[src/rtl/txq_pkg.sv]
package txq_pkg;
  typedef enum logic {
    MODE_EACH_SLOT = 1'b0,
    MODE_ALL_EMPTY = 1'b1
  } txq_mode_e;
endpackage

[src/rtl/txq_slots.sv]
module txq_slots #(
  parameter int DEPTH = 4,
  parameter int DW    = 8
) (
  input  logic          clk,
  input  logic          rst_n,
  input  logic          wr_en,
  input  logic [DW-1:0] wr_data,
  input  logic          pop,
  output logic          head_valid,
  output logic [DW-1:0] head_data,
  output logic          entry_busy,
  output logic          entry_vacate,
  output logic          drained
);
  localparam int ENTRY = DEPTH - 1;
  localparam logic [DEPTH-1:0] ONLY_HEAD = {{(DEPTH-1){1'b0}}, 1'b1};

  logic [DEPTH-1:0] vld_q, vld_d;
  logic [DEPTH-1:0] free_s, mv_in, leave;
  logic [DW-1:0]    dat_q [DEPTH];
  logic [DW-1:0]    dat_d [DEPTH];
  logic             pop_ok, accept;

  assign pop_ok = pop & vld_q[0];
  assign accept = wr_en & ~vld_q[ENTRY];

  for (genvar i = 0; i < DEPTH; i++) begin : g_slot
    if (i == 0) begin : g_head
      assign free_s[i] = ~vld_q[i] | pop_ok;
      assign leave[i]  = pop_ok;
    end else begin : g_body
      assign free_s[i] = ~vld_q[i];
      assign leave[i]  = mv_in[i-1];
    end
    if (i == ENTRY) begin : g_entry
      assign mv_in[i] = accept;
      assign dat_d[i] = wr_data;
    end else begin : g_inner
      assign mv_in[i] = vld_q[i+1] & free_s[i];
      assign dat_d[i] = dat_q[i+1];
    end
    assign vld_d[i] = (vld_q[i] & ~leave[i]) | mv_in[i];
  end

  always_ff @(posedge clk or negedge rst_n) begin
    if (!rst_n) vld_q <= '0;
    else        vld_q <= vld_d;
  end

  always_ff @(posedge clk) begin
    for (int i = 0; i < DEPTH; i++) begin
      if (mv_in[i]) dat_q[i] <= dat_d[i];
    end
  end

  assign head_valid   = vld_q[0];
  assign head_data    = dat_q[0];
  assign entry_busy   = vld_q[ENTRY];
  assign entry_vacate = leave[ENTRY];
  assign drained      = pop_ok & (vld_q == ONLY_HEAD) & ~accept;
endmodule

[src/rtl/txq_pend.sv]
module txq_pend
  import txq_pkg::*;
(
  input  logic clk,
  input  logic rst_n,
  input  logic cfg_wr,
  input  logic cfg_mode,
  input  logic entry_vacate,
  input  logic drained,
  input  logic eof_evt,
  input  logic host_wr,
  input  logic clr_pend,
  output logic pend,
  output logic mode_all_empty
);
  txq_mode_e mode_q, mode_d;
  logic      pend_q, pend_d;
  logic      set_evt, clr_evt;

  always_comb begin
    mode_d = mode_q;
    if (cfg_wr) mode_d = cfg_mode ? MODE_ALL_EMPTY : MODE_EACH_SLOT;
  end

  always_comb begin
    set_evt = eof_evt | ((mode_q == MODE_ALL_EMPTY) ? drained : entry_vacate);
    clr_evt = host_wr | clr_pend;
    if (set_evt)      pend_d = 1'b1;
    else if (clr_evt) pend_d = 1'b0;
    else              pend_d = pend_q;
  end

  always_ff @(posedge clk or negedge rst_n) begin
    if (!rst_n) begin
      mode_q <= MODE_ALL_EMPTY;
      pend_q <= 1'b0;
    end else begin
      mode_q <= mode_d;
      pend_q <= pend_d;
    end
  end

  assign pend           = pend_q;
  assign mode_all_empty = (mode_q == MODE_ALL_EMPTY);
endmodule

[src/rtl/txfifo_irq_ctrl.sv]
module txfifo_irq_ctrl #(
  parameter int DEPTH = 4,
  parameter int DW    = 8
) (
  input  logic          clk,
  input  logic          rst_n,
  input  logic          host_wr,
  input  logic [DW-1:0] host_data,
  input  logic          cfg_wr,
  input  logic          cfg_mode,
  input  logic          irq_en,
  input  logic          clr_pend,
  output logic          ld_req,
  output logic [DW-1:0] ld_data,
  input  logic          ld_ack,
  input  logic          eof_evt,
  output logic          buf_empty,
  output logic          pend,
  output logic          irq,
  output logic          overflow
);
  logic entry_busy, entry_vacate, drained, mode_all_empty;
  logic ovf_q, ovf_d;

  txq_slots #(.DEPTH(DEPTH), .DW(DW)) u_slots (
    .clk          (clk),
    .rst_n        (rst_n),
    .wr_en        (host_wr),
    .wr_data      (host_data),
    .pop          (ld_ack),
    .head_valid   (ld_req),
    .head_data    (ld_data),
    .entry_busy   (entry_busy),
    .entry_vacate (entry_vacate),
    .drained      (drained)
  );

  txq_pend u_pend (
    .clk            (clk),
    .rst_n          (rst_n),
    .cfg_wr         (cfg_wr),
    .cfg_mode       (cfg_mode),
    .entry_vacate   (entry_vacate),
    .drained        (drained),
    .eof_evt        (eof_evt),
    .host_wr        (host_wr),
    .clr_pend       (clr_pend),
    .pend           (pend),
    .mode_all_empty (mode_all_empty)
  );

  always_comb ovf_d = ovf_q | (host_wr & entry_busy);

  always_ff @(posedge clk or negedge rst_n) begin
    if (!rst_n) ovf_q <= 1'b0;
    else        ovf_q <= ovf_d;
  end

  assign overflow  = ovf_q;
  assign buf_empty = ~entry_busy;
  assign irq       = pend & irq_en;
endmodule

[config.mk]
export PLATFORM = sky130hd
export DESIGN_NAME = txfifo_irq_ctrl
export DESIGN_NICKNAME = d
export VERILOG_FILES = /design/src/rtl/txq_pkg.sv /design/src/rtl/txq_slots.sv /design/src/rtl/txq_pend.sv /design/src/rtl/txfifo_irq_ctrl.sv
export SDC_FILE = /design/constraint.sdc
export NUM_CORES = 1
export LEC_CHECK = 0
export ABC_CLOCK_PERIOD_IN_PS = 3660
export BUFFER_PORTS_ARGS = -buffer_cell sky130_fd_sc_hd__buf_4
export CAP_MARGIN = 0
export CORE_MARGIN = 2
export CORE_UTILIZATION = 40
export DETAILED_ROUTE_END_ITERATION = 10
export PLACE_DENSITY = 0.6
export SYNTH_ARGS = -nofsm -noshare
export SYNTH_HDL_FRONTEND = slang
export SYNTH_SLANG_ARGS = --single-unit
[constraint.sdc]
create_clock -name clk -period 3.66 [get_ports clk]
set_input_delay 0.183 -clock clk [delete_from_list [all_inputs] [get_ports clk]]
set_output_delay 0.183 -clock clk [all_outputs]
set_load 0.05 [all_outputs]
Word-level counts from Yosys, hierarchy flattened

Memories as Yosys holds them, arrays and structs flattened.
Index checks and enable logic that the tools add are counted.

Add/subtract/negate cells: 0
Multipliers: 0
Div/mod/pow operators: 0
$lt $le $gt $ge: 0
Eq/ne operators: 1
Shift-type cells: 0
Mux-type cells: 18
Bitwise gates (word level): 30
Reduce and logical (&&, ||, !) cells: 3

Operators by type and width:

| cell                                                             | number |
|---|---|
| 8-bit two-way mux                                                | 2 |
| 8-bit OR reduction                                               | 2 |
| 1-bit two-way mux                                                | 14 |
| 1-bit bitwise AND                                                | 13 |
| 1-bit NOT                                                        | 9 |
| 1-bit bitwise OR                                                 | 8 |
| 4-bit by 1-bit == test with 1-bit output (second input constant) | 1 |
| 2-bit two-way mux                                                | 2 |
| 2-bit nonzero test                                               | 1 |

Bits in registers: 7
Bits in latches: 0
RAM bits: 32
ROM bits: 0
Input port bits: 17
Output and inout bits: 13
Logic and storage cells: 57
Memories kept: 1

Memory list:

| memory        | depth | width | read ports | clocked after Yosys merged registers in | wr ports | RTL line        | source |
|---|---|---|---|---|---|---|---|
| u_slots.dat_q | 4     | 8     | 4          | 0                                       | 2        | txq_slots.sv:21 | `logic [DW-1:0] dat_q [DEPTH];` |

Longest topological paths before layout

Gate-level depths: netlist (run 1).

Word-level depth: 7
Mapped depth: 3
Gate-level depth less buffers: 3

Cells and area by module

Synthesis (run 1) repeated with hierarchy kept, for this count alone.

Cells, all modules: 58
Area, all modules: 1263.7 µm²

Modules (own cells, without submodules):

| module          | instances | cells each | area an instance (µm²) | sequential area each (µm²) |
|---|---|---|---|---|
| txq_slots       | 1         | 48         | 1134.8                 | 1061.0 |
| txq_pend        | 1         | 6          | 86.3                   | 51.3 |
| txfifo_irq_ctrl | 1         | 4          | 42.5                   | 25.0 |

Worst setup path before layout (run 1)

OpenSTA, ideal clock, no wires.

Path type: reg2reg
Start: register u_slots.vld_q[0]
End: memory u_slots.dat_q[0][0] (enable)
Setup time: 0.332 ns
Arrival time: 1.017 ns
Required time: 3.328 ns
Setup slack: 2.311 ns
Stages on the path, launching flop included: 3
Buffers on the path: 0
Period minus slack after synthesis: 1.349 ns
Cells stage by stage: dfrtp_1 > nand2b_1 > and2_1

RTL lines:

| element                | RTL line        | source |
|---|---|---|
| start, declared        | txq_slots.sv:19 | `logic [DEPTH-1:0] vld_q, vld_d;` |
| start signal, assigned | txq_slots.sv:48 | `else vld_q <= vld_d;` |
| end, declared          | txq_slots.sv:21 |  |

==> impl_metrics.prom, run 1 <==
# TYPE chip_impl_metric gauge
chip_impl_metric{name="grt_pass1_wl",unit="um"} 2560
chip_impl_info{name="critPathLaunchType",value="register"} 1
chip_impl_metric{name="area_delta_synth_final",unit="%"} 32.2
chip_impl_metric{name="wl_met2",unit="um"} 819
chip_impl_metric{name="ir_worst_vdd",unit="mV"} 0.326
chip_impl_metric{name="cellPowerDensity",unit="mW/mm2"} 722
chip_impl_metric{name="antenna_found_initial",unit=""} 0
chip_impl_metric{name="dp_slack",unit="ps"} 2240
chip_impl_info{name="worstSetupStartpoint",value="u_slots.vld_q[3]"} 1
chip_impl_metric{name="ys_seq_area_share",unit="%"} 88.9
chip_impl_info{name="worst_r2r_startpoint",value="u_slots.vld_q[3]"} 1
chip_impl_metric{name="netlist-cell-type-count",unit=""} 18
chip_impl_metric{name="power_leakage",unit="nW"} 0.650
chip_impl_metric{name="clk_pin_slew_worst_paths",unit="ps"} 100
chip_impl_metric{name="route.met3.wl",unit="um"} 110
chip_impl_metric{name="drc_errors",unit=""} 0
chip_impl_metric{name="synth.avg_cell_area",unit="um2"} 21.3
chip_impl_metric{name="grt_use_total",unit="%"} 10.5
chip_impl_info{name="cts_tree",value="done"} 1
chip_impl_info{name="end_kind",value="register"} 1
chip_impl_metric{name="timing.final.max_slew_violations",unit=""} 0
chip_impl_metric{name="fin_nets",unit=""} 122
chip_impl_metric{name="io_buffer_count",unit=""} 29
chip_impl_metric{name="die_y",unit="um"} 60.6
chip_impl_metric{name="flip_flop_and_latch_count_after_synthesis",unit=""} 39
chip_impl_metric{name="average_wire_length_per_cell_after_detail_routing",unit="um"} 10.8
chip_impl_info{name="maxUsedRoutingLayer",value="met4"} 1
chip_impl_metric{name="vias",unit=""} 629
chip_impl_metric{name="die-area",unit="mm2"} 0.00367
chip_impl_metric{name="final_period_minus_worst_setup_slack",unit="ps"} 1410
chip_impl_metric{name="numClockSinks",unit=""} 39
chip_impl_metric{name="share_of_post_route_cells_with_drive_strength_above_1",unit="%"} 37.7
chip_impl_info{name="yosys-top-cells-area",value="sky130_fd_sc_hd__edfxtp_1, sky130_fd_sc_hd__dfrtp_1, sky130_fd_sc_hd__dfstp_2"} 1
chip_impl_metric{name="finalSetupViolations",unit=""} 0
chip_impl_metric{name="detail_route.wirelength.met1",unit="um"} 668
chip_impl_metric{name="setup_clock_skew_after_layout",unit="ps"} 4.34
chip_impl_metric{name="clkLatencyLatePin",unit="ps"} 330
chip_impl_metric{name="n_antenna_cell",unit=""} 0
chip_impl_metric{name="globalRoute.totalOverflow",unit=""} 0
chip_impl_metric{name="cp_slowest_stage_delay",unit="ps"} 580
chip_impl_metric{name="row_count",unit=""} 20
chip_impl_metric{name="report.final.hold_viol_count",unit=""} 0
chip_impl_info{name="result_of_the_run",value="finished, final reports clean"} 1
chip_impl_metric{name="via_count_of_the_first_global_routing_pass",unit=""} 601
chip_impl_metric{name="dr.first_iter.drc_count",unit=""} 8
chip_impl_metric{name="initial_core_util",unit="%"} 41.9
chip_impl_metric{name="fmaxAchievable",unit="GHz"} 0.710
chip_impl_metric{name="finalSetupTns",unit="ps"} 0
chip_impl_info{name="timing.hold.worst.start",value="eof_evt"} 1
chip_impl_info{name="post-synth-top-area-cell",value="sky130_fd_sc_hd__edfxtp_1"} 1
chip_impl_metric{name="timing.critical_path.buf_inv",unit=""} 0
chip_impl_metric{name="grt_start_max_net_pins",unit=""} 12
chip_impl_metric{name="timing.critical_path.fanout_max",unit=""} 9
chip_impl_metric{name="die_width",unit="um"} 60.6
chip_impl_metric{name="detail_route.vias_per_cell",unit=""} 4.19
chip_impl_metric{name="cts-htree-levels",unit=""} 2
chip_impl_metric{name="core_area",unit="mm2"} 0.00305
chip_impl_metric{name="mappedNetlistNets",unit=""} 77
chip_impl_metric{name="synth-warning-count",unit=""} 0
chip_impl_info{name="root_buffer",value="sky130_fd_sc_hd__clkbuf_4"} 1
chip_impl_metric{name="routabilityCongestion",unit=""} 0.672
chip_impl_metric{name="ios",unit=""} 30
chip_impl_metric{name="post_syn_instances",unit=""} 60
chip_impl_info{name="critPathTopFamily",value="simple AND/OR/NAND/NOR gates"} 1
chip_impl_metric{name="place_hpwl",unit="um"} 1130
chip_impl_info{name="min_path_type",value="input port to register"} 1
chip_impl_metric{name="crit_arrival",unit="ps"} 1380
chip_impl_metric{name="final_critical_path_setup_slack",unit="ps"} 2250
chip_impl_metric{name="drt_pass1_iterations",unit=""} 4
chip_impl_metric{name="min_period_over_period",unit="%"} 38.5
chip_impl_metric{name="timing.critical_path.required",unit="ps"} 3630
chip_impl_metric{name="cts_buffers",unit=""} 5
chip_impl_metric{name="timing.max_slew.rel_slack",unit="%"} 53.5
chip_impl_info{name="critical-path-slowest-cell",value="sky130_fd_sc_hd__nor2b_1"} 1
chip_impl_metric{name="clock_path_buffers",unit=""} 2
chip_impl_metric{name="wl",unit="um"} 1610
chip_impl_info{name="rsz0062_at_grt",value="no"} 1
chip_impl_metric{name="synth.top_cell.area_share",unit="%"} 75.1
chip_impl_info{name="timing.critical_path.cells",value="nor2b_1"} 1
chip_impl_metric{name="synth_area",unit="mm2"} 0.00128
chip_impl_metric{name="max_cap_violations",unit=""} 0
chip_impl_metric{name="worst_pin_slew",unit="ps"} 696
chip_impl_metric{name="drt.antenna.violating_nets",unit=""} 0
chip_impl_info{name="timing_worst_setup_path_type",value="register to register"} 1
-- cell usage in the layout, fill, tap and decap left out --
cell type	count
sky130_fd_sc_hd__clkbuf_1	3
sky130_fd_sc_hd__o211ai_2	1
sky130_fd_sc_hd__nand2b_1	1
sky130_fd_sc_hd__nand2b_2	1
sky130_fd_sc_hd__a21o_1	1
sky130_fd_sc_hd__mux2_2	1
sky130_fd_sc_hd__clkbuf_4	5
sky130_fd_sc_hd__nor4b_2	1
sky130_fd_sc_hd__nor2b_1	2
sky130_fd_sc_hd__o21bai_1	1
sky130_fd_sc_hd__a21o_2	1
sky130_fd_sc_hd__buf_4	29
sky130_fd_sc_hd__nand4b_1	1
sky130_fd_sc_hd__and2_1	2
sky130_fd_sc_hd__inv_1	3
sky130_fd_sc_hd__nor2_1	1
sky130_fd_sc_hd__a21oi_1	1
sky130_fd_sc_hd__dfrtp_1	6
sky130_fd_sc_hd__nand2_1	3
sky130_fd_sc_hd__dlygate4sd3_1	9
sky130_fd_sc_hd__dfstp_2	1
sky130_fd_sc_hd__edfxtp_1	32
-- kinds of logic after synthesis --
group,Yosys count,share of synthesized area [%]
flops,39,88.9
buf+inv,3,0.880
simple gates,12,6.16
mux,1,0.880
compound gates,5,3.23
-- metal layers --
layer,track usage [%],vias to the layer above
li1,-,311
met3,6.40,4
met1,10.6,292
met5,0,-
met2,16.7,22
met4,5.59,0
-- stage by stage --
step | instances | util [%] | instance area [um2] | total power [mW] | hold slack, ps
after floorplan | 60 | - | 1280 | 0.924 | -113
after global placement | 133 | 50.9 | 1550 | 1.02 | 0.847
after detailed placement | 133 | 50.9 | 1550 | 1.03 | -0.279
after CTS | 148 | 54.8 | 1670 | 1.24 | 0.976
after global routing | 150 | 55.4 | 1690 | 1.29 | 17.5
final | 150 | 55.4 | 1690 | 1.22 | 36.3
-- sequential cells by signal (all words and copies together), names as in the netlist --
signal                 count
u_slots.dat_q             32
u_pend.pend                1
u_pend.mode_all_empty      1
overflow                   1
u_slots.vld_q              4
-- cells in the mapped netlist --
master,number
sky130_fd_sc_hd__edfxtp_1,32
sky130_fd_sc_hd__dfrtp_1,6
sky130_fd_sc_hd__inv_1,3
sky130_fd_sc_hd__nand2_1,3
sky130_fd_sc_hd__and2_1,2
sky130_fd_sc_hd__nor2b_1,2
sky130_fd_sc_hd__a21o_1,1
sky130_fd_sc_hd__a21o_2,1
sky130_fd_sc_hd__a21oi_1,1
sky130_fd_sc_hd__dfstp_2,1
sky130_fd_sc_hd__mux2_2,1
sky130_fd_sc_hd__nand2b_1,1
sky130_fd_sc_hd__nand2b_2,1
sky130_fd_sc_hd__nand4b_1,1
sky130_fd_sc_hd__nor2_1,1
sky130_fd_sc_hd__nor4b_2,1
sky130_fd_sc_hd__o211ai_2,1
sky130_fd_sc_hd__o21bai_1,1
-- final timing paths --
kind                       cells after the start                    end  slack, ps
setup / recovery                               1    u_slots.dat_q[3][6]       2250
hold / removal                                 3            u_pend.pend         40
setup reg to reg                               1    u_slots.dat_q[3][6]       2250
hold reg to reg                                0    u_slots.dat_q[1][5]        420
max in group asynchronous                      2  u_pend.mode_all_empty       3250
min in group asynchronous                      2       u_slots.vld_q[2]        200
-- where the power goes --
group | total, mW | internal, mW | switching [mW]
registers | 0.699 | 0.647 | 0.0522
clock network | 0.197 | 0.0765 | 0.120
logic | 0.325 | 0.0976 | 0.228
-- timing repair --
item / CTS / global route
hold buffers: 7 / 2
setup buffers: 0 / 0
endpoints found under the hold margin: 13 / 2
gates resized for setup: 0 / 0
-- final cells by class --
type | count | area [um2]
fill | 255 | 1360
sequential | 39 | 1140
timing repair buffer | 38 | 308
multi-input combinational | 18 | 131
tap | 44 | 55.1
clock buffer | 8 | 48.8
inverter | 3 | 11.3
Note: power is estimated with default switching activity, not from simulation.
==> run 2: changes to the inputs <==
- ABC_AREA: not set -> 1
- ABC_CLOCK_PERIOD_IN_PS: 3660 -> 1300
- clock period: 3.66 -> 1.3 ns (I/O delays scaled with it)
==> run 2 against run 1 <==
Compared with the run above: synthesized cell count is 20% higher; final cell count rose by 11%; sequential share of layout area down 2.3 points; die area is 0.38% lower; count of clock-buffer cells in the layout is 2 lower; cell area grew 3.5%; largest cell class unchanged; sequential power grew to 2.9 times the previous value; clock power rose to 2.9 times the previous value; highest routed layer unchanged; core utilization grew 1.9 points.
==> impl_metrics.prom, run 2 <==
# TYPE chip_impl_metric gauge
chip_impl_info{name="result_of_the_run",value="finished, final reports clean"} 1
chip_impl_metric{name="ys_seq_area_share",unit="%"} 89.2
chip_impl_info{name="critical-path-slowest-cell",value="sky130_fd_sc_hd__dfrtp_1"} 1
chip_impl_metric{name="post-cts-setup-buffer-count",unit=""} 0
chip_impl_info{name="regMostFlops",value="u_slots.dat_q"} 1
chip_impl_metric{name="min_period_over_period",unit="%"} 85.9
chip_impl_metric{name="ir_worst_vdd",unit="mV"} 1.00
chip_impl_metric{name="report.final.hold_viol_count",unit=""} 0
chip_impl_metric{name="cts-hold-fix-buffers",unit=""} 13
chip_impl_metric{name="post_syn_instances",unit=""} 72
chip_impl_metric{name="synth.avg_cell_area",unit="um2"} 17.7
chip_impl_metric{name="synth_edf_count",unit=""} 32
chip_impl_metric{name="worst_pin_slew",unit="ps"} 297
chip_impl_metric{name="row_count",unit=""} 20
chip_impl_info{name="post_synth_most_frequent_cells",value="sky130_fd_sc_hd__edfxtp_1, sky130_fd_sc_hd__inv_1, sky130_fd_sc_hd__nand2_1, sky130_fd_sc_hd__nor2_1, sky130_fd_sc_hd__dfrtp_1"} 1
chip_impl_info{name="post-synth-top-area-cell",value="sky130_fd_sc_hd__edfxtp_1"} 1
chip_impl_info{name="root_buffer",value="sky130_fd_sc_hd__clkbuf_4"} 1
chip_impl_info{name="top_regs",value="u_slots.dat_q x32, u_slots.vld_q x4"} 1
chip_impl_metric{name="detail_route.vias_per_cell",unit=""} 4.05
chip_impl_metric{name="cts_buffers",unit=""} 5
chip_impl_metric{name="grt_start_max_net_pins",unit=""} 13
chip_impl_metric{name="finalSetupViolations",unit=""} 0
chip_impl_metric{name="area_delta_synth_final",unit="%"} 37.3
chip_impl_metric{name="clk_pin_slew_worst_paths",unit="ps"} 100
chip_impl_metric{name="timing.max_slew.rel_slack",unit="%"} 80.2
chip_impl_metric{name="timing.critical_path.fanout_max",unit=""} 8
chip_impl_metric{name="cts-htree-levels",unit=""} 2
chip_impl_metric{name="crit_arrival",unit="ps"} 1140
chip_impl_info{name="synth.most_common_cell",value="sky130_fd_sc_hd__edfxtp_1"} 1
chip_impl_metric{name="asyncSetResetFlopFracSynth",unit="%"} 17.9
chip_impl_metric{name="cts.repair.resized",unit=""} 0
chip_impl_info{name="layout_common_cells",value="sky130_fd_sc_hd__edfxtp_1, sky130_fd_sc_hd__buf_4, sky130_fd_sc_hd__dlygate4sd3_1, sky130_fd_sc_hd__inv_1, sky130_fd_sc_hd__nand2_1"} 1
chip_impl_metric{name="timing.final.max_slew_violations",unit=""} 0
chip_impl_info{name="crit_path_frequent_cell",value="sky130_fd_sc_hd__inv_1"} 1
chip_impl_info{name="rsz0062_at_grt",value="no"} 1
chip_impl_metric{name="cp_slowest_stage_delay",unit="ps"} 390
chip_impl_metric{name="timing.critical_path.required",unit="ps"} 1320
chip_impl_metric{name="drc_errors",unit=""} 0
chip_impl_metric{name="place_hpwl",unit="um"} 1080
chip_impl_metric{name="routabilityCongestion",unit=""} 0.704
chip_impl_metric{name="synth_area",unit="mm2"} 0.00127
chip_impl_info{name="timing.critical_path.cells",value="inv_1 > nand2_1 > inv_1"} 1
chip_impl_metric{name="max_cap_violations",unit=""} 0
chip_impl_metric{name="setup_clock_skew_after_layout",unit="ps"} 7.30
chip_impl_metric{name="grt_pass1_wl",unit="um"} 2930
chip_impl_info{name="end_kind",value="register"} 1
chip_impl_metric{name="average_wire_length_per_cell_after_detail_routing",unit="um"} 9.90
chip_impl_metric{name="numClockSinks",unit=""} 39
chip_impl_metric{name="n_antenna_cell",unit=""} 0
chip_impl_info{name="timing_worst_setup_path_type",value="register to register"} 1
chip_impl_metric{name="globalRoute.totalOverflow",unit=""} 0
chip_impl_metric{name="largest_register_ff_count",unit=""} 32
chip_impl_metric{name="flip_flop_and_latch_count_after_synthesis",unit=""} 39
chip_impl_metric{name="drt.antenna.violating_nets",unit=""} 0
chip_impl_info{name="yosys-top-cells-area",value="sky130_fd_sc_hd__edfxtp_1, sky130_fd_sc_hd__dfrtp_1, sky130_fd_sc_hd__inv_1"} 1
chip_impl_metric{name="fmaxAchievable",unit="GHz"} 0.896
chip_impl_info{name="critPathLaunchType",value="register"} 1
chip_impl_metric{name="synth-warning-count",unit=""} 0
chip_impl_metric{name="grt_use_total",unit="%"} 11.8
chip_impl_info{name="synthFlopType",value="sky130_fd_sc_hd__edfxtp_1"} 1
chip_impl_metric{name="die_y",unit="um"} 60.5
chip_impl_metric{name="synth.top_cell.area_share",unit="%"} 75.4
chip_impl_metric{name="share_of_post_route_cells_with_drive_strength_above_1",unit="%"} 32.5
chip_impl_metric{name="via_count_of_the_first_global_routing_pass",unit=""} 752
chip_impl_metric{name="clock_path_buffers",unit=""} 2
chip_impl_info{name="cts_tree",value="done"} 1
chip_impl_metric{name="core_area",unit="mm2"} 0.00305
chip_impl_metric{name="clkLatencyLatePin",unit="ps"} 330
chip_impl_metric{name="die_width",unit="um"} 60.5
chip_impl_metric{name="vias",unit=""} 676
chip_impl_metric{name="netlist-cell-type-count",unit=""} 12
chip_impl_metric{name="finalSetupTns",unit="ps"} 0
chip_impl_metric{name="die-area",unit="mm2"} 0.00365
chip_impl_metric{name="mappedNetlistNets",unit=""} 89
chip_impl_metric{name="drt_pass1_iterations",unit=""} 4
chip_impl_metric{name="dr.first_iter.drc_count",unit=""} 6
chip_impl_metric{name="final_period_minus_worst_setup_slack",unit="ps"} 1120
chip_impl_info{name="min_path_type",value="input port to register"} 1
chip_impl_metric{name="total_power",unit="mW"} 3.68
chip_impl_metric{name="io_buffer_count",unit=""} 29
chip_impl_metric{name="ios",unit=""} 30
chip_impl_metric{name="initial_core_util",unit="%"} 41.8
chip_impl_metric{name="wl",unit="um"} 1650
chip_impl_metric{name="antenna_found_initial",unit=""} 0
chip_impl_metric{name="cellPowerDensity",unit="mW/mm2"} 2100
chip_impl_metric{name="power_leakage",unit="nW"} 0.712
chip_impl_info{name="mostFrequentLayoutCell",value="sky130_fd_sc_hd__edfxtp_1"} 1
chip_impl_metric{name="fin_nets",unit=""} 139
==> run 2: cell count changes in the layout (fill, tap and decap cells not counted), sizes merged, moves of 2 or more <==
cell,delta
a21o,-2
and2,-2
clkbuf,-2
dlygate4sd3,+4
inv,+7
nand2,+6
nand2b,-2
nand3,+2
nor2,+6
nor2b,-2
o21ai,+2
==> run 2: layer usage <==
metal	vias to the layer above	GRT usage (%)	part of all wire, %
li1	350	-	-
met4	0	5.59	0.73
met5	-	0	0
met2	23	20.2	54
met1	301	11.2	39
met3	2	7.04	6.4
==> run 2: cell type report <==
class	count	area (um2)
Tap cell	44	55.1
Clock inverter	2	12.5
Multi-Input combinational cell	23	111
Timing Repair Buffer	43	355
Sequential cell	39	1140
Inverter	10	37.5
Clock buffer	6	41.3
Fill cell	262	1300
==> run 2: final timing paths <==
check                                    start                     to  slack [ps]  cells after the start
min                                     ld_ack       u_slots.vld_q[0]          20                      4
max                           u_slots.vld_q[1]    u_slots.dat_q[1][2]         180                      3
max in group asynchronous                rst_n  u_pend.mode_all_empty        1020                      2
min in group asynchronous                rst_n       u_slots.vld_q[2]          70                      2
max reg2reg                   u_slots.vld_q[1]    u_slots.dat_q[1][2]         180                      3
min reg2reg                u_slots.dat_q[2][5]    u_slots.dat_q[1][5]         430                      0
==> run 2: worst max-delay path, delay by kind of cell, from the launching register on <==
kind / cells / cell delay [ps]
DFF: 1 / 390
buffers and inverters: 2 / 350
and+or+nand+nor: 1 / 70
==> run 2: kinds of logic (layout without fill, tap and decap cells) <==
family                 count (synthesis)  count (layout)  synth area share [%]
DFF                                   39              39                  89.2
and+or+nand+nor                       19              19                  6.08
buffers and inverters                 10              61                  2.94
AOI/OAI and AO/OA                      4               4                  1.77
==> run 2: through the flow <==
| stage | hold slack, ps | instance area, um2 | std cells | util (%) | setup WS (ps) |
|---|---|---|---|---|---|
| final | 16.6 | 1750 | 167 | 57.3 | 184 |
| after global routing | 9.80 | 1750 | 167 | 57.3 | 81.0 |
| after CTS | 1.51 | 1750 | 167 | 57.3 | 164 |
| after detailed placement | -117 | 1570 | 146 | 51.3 | 191 |
| after global placement | -118 | 1570 | 146 | 51.3 | 204 |
| after floorplan | -231 | 1290 | 72 | - | 51.3 |
==> run 2: where the power goes <==
group          total, mW  switching, mW  internal, mW
sequential          2.02          0.137          1.88
clock              0.563          0.355         0.209
combinational       1.10          0.793         0.305
total               3.68           1.28          2.40
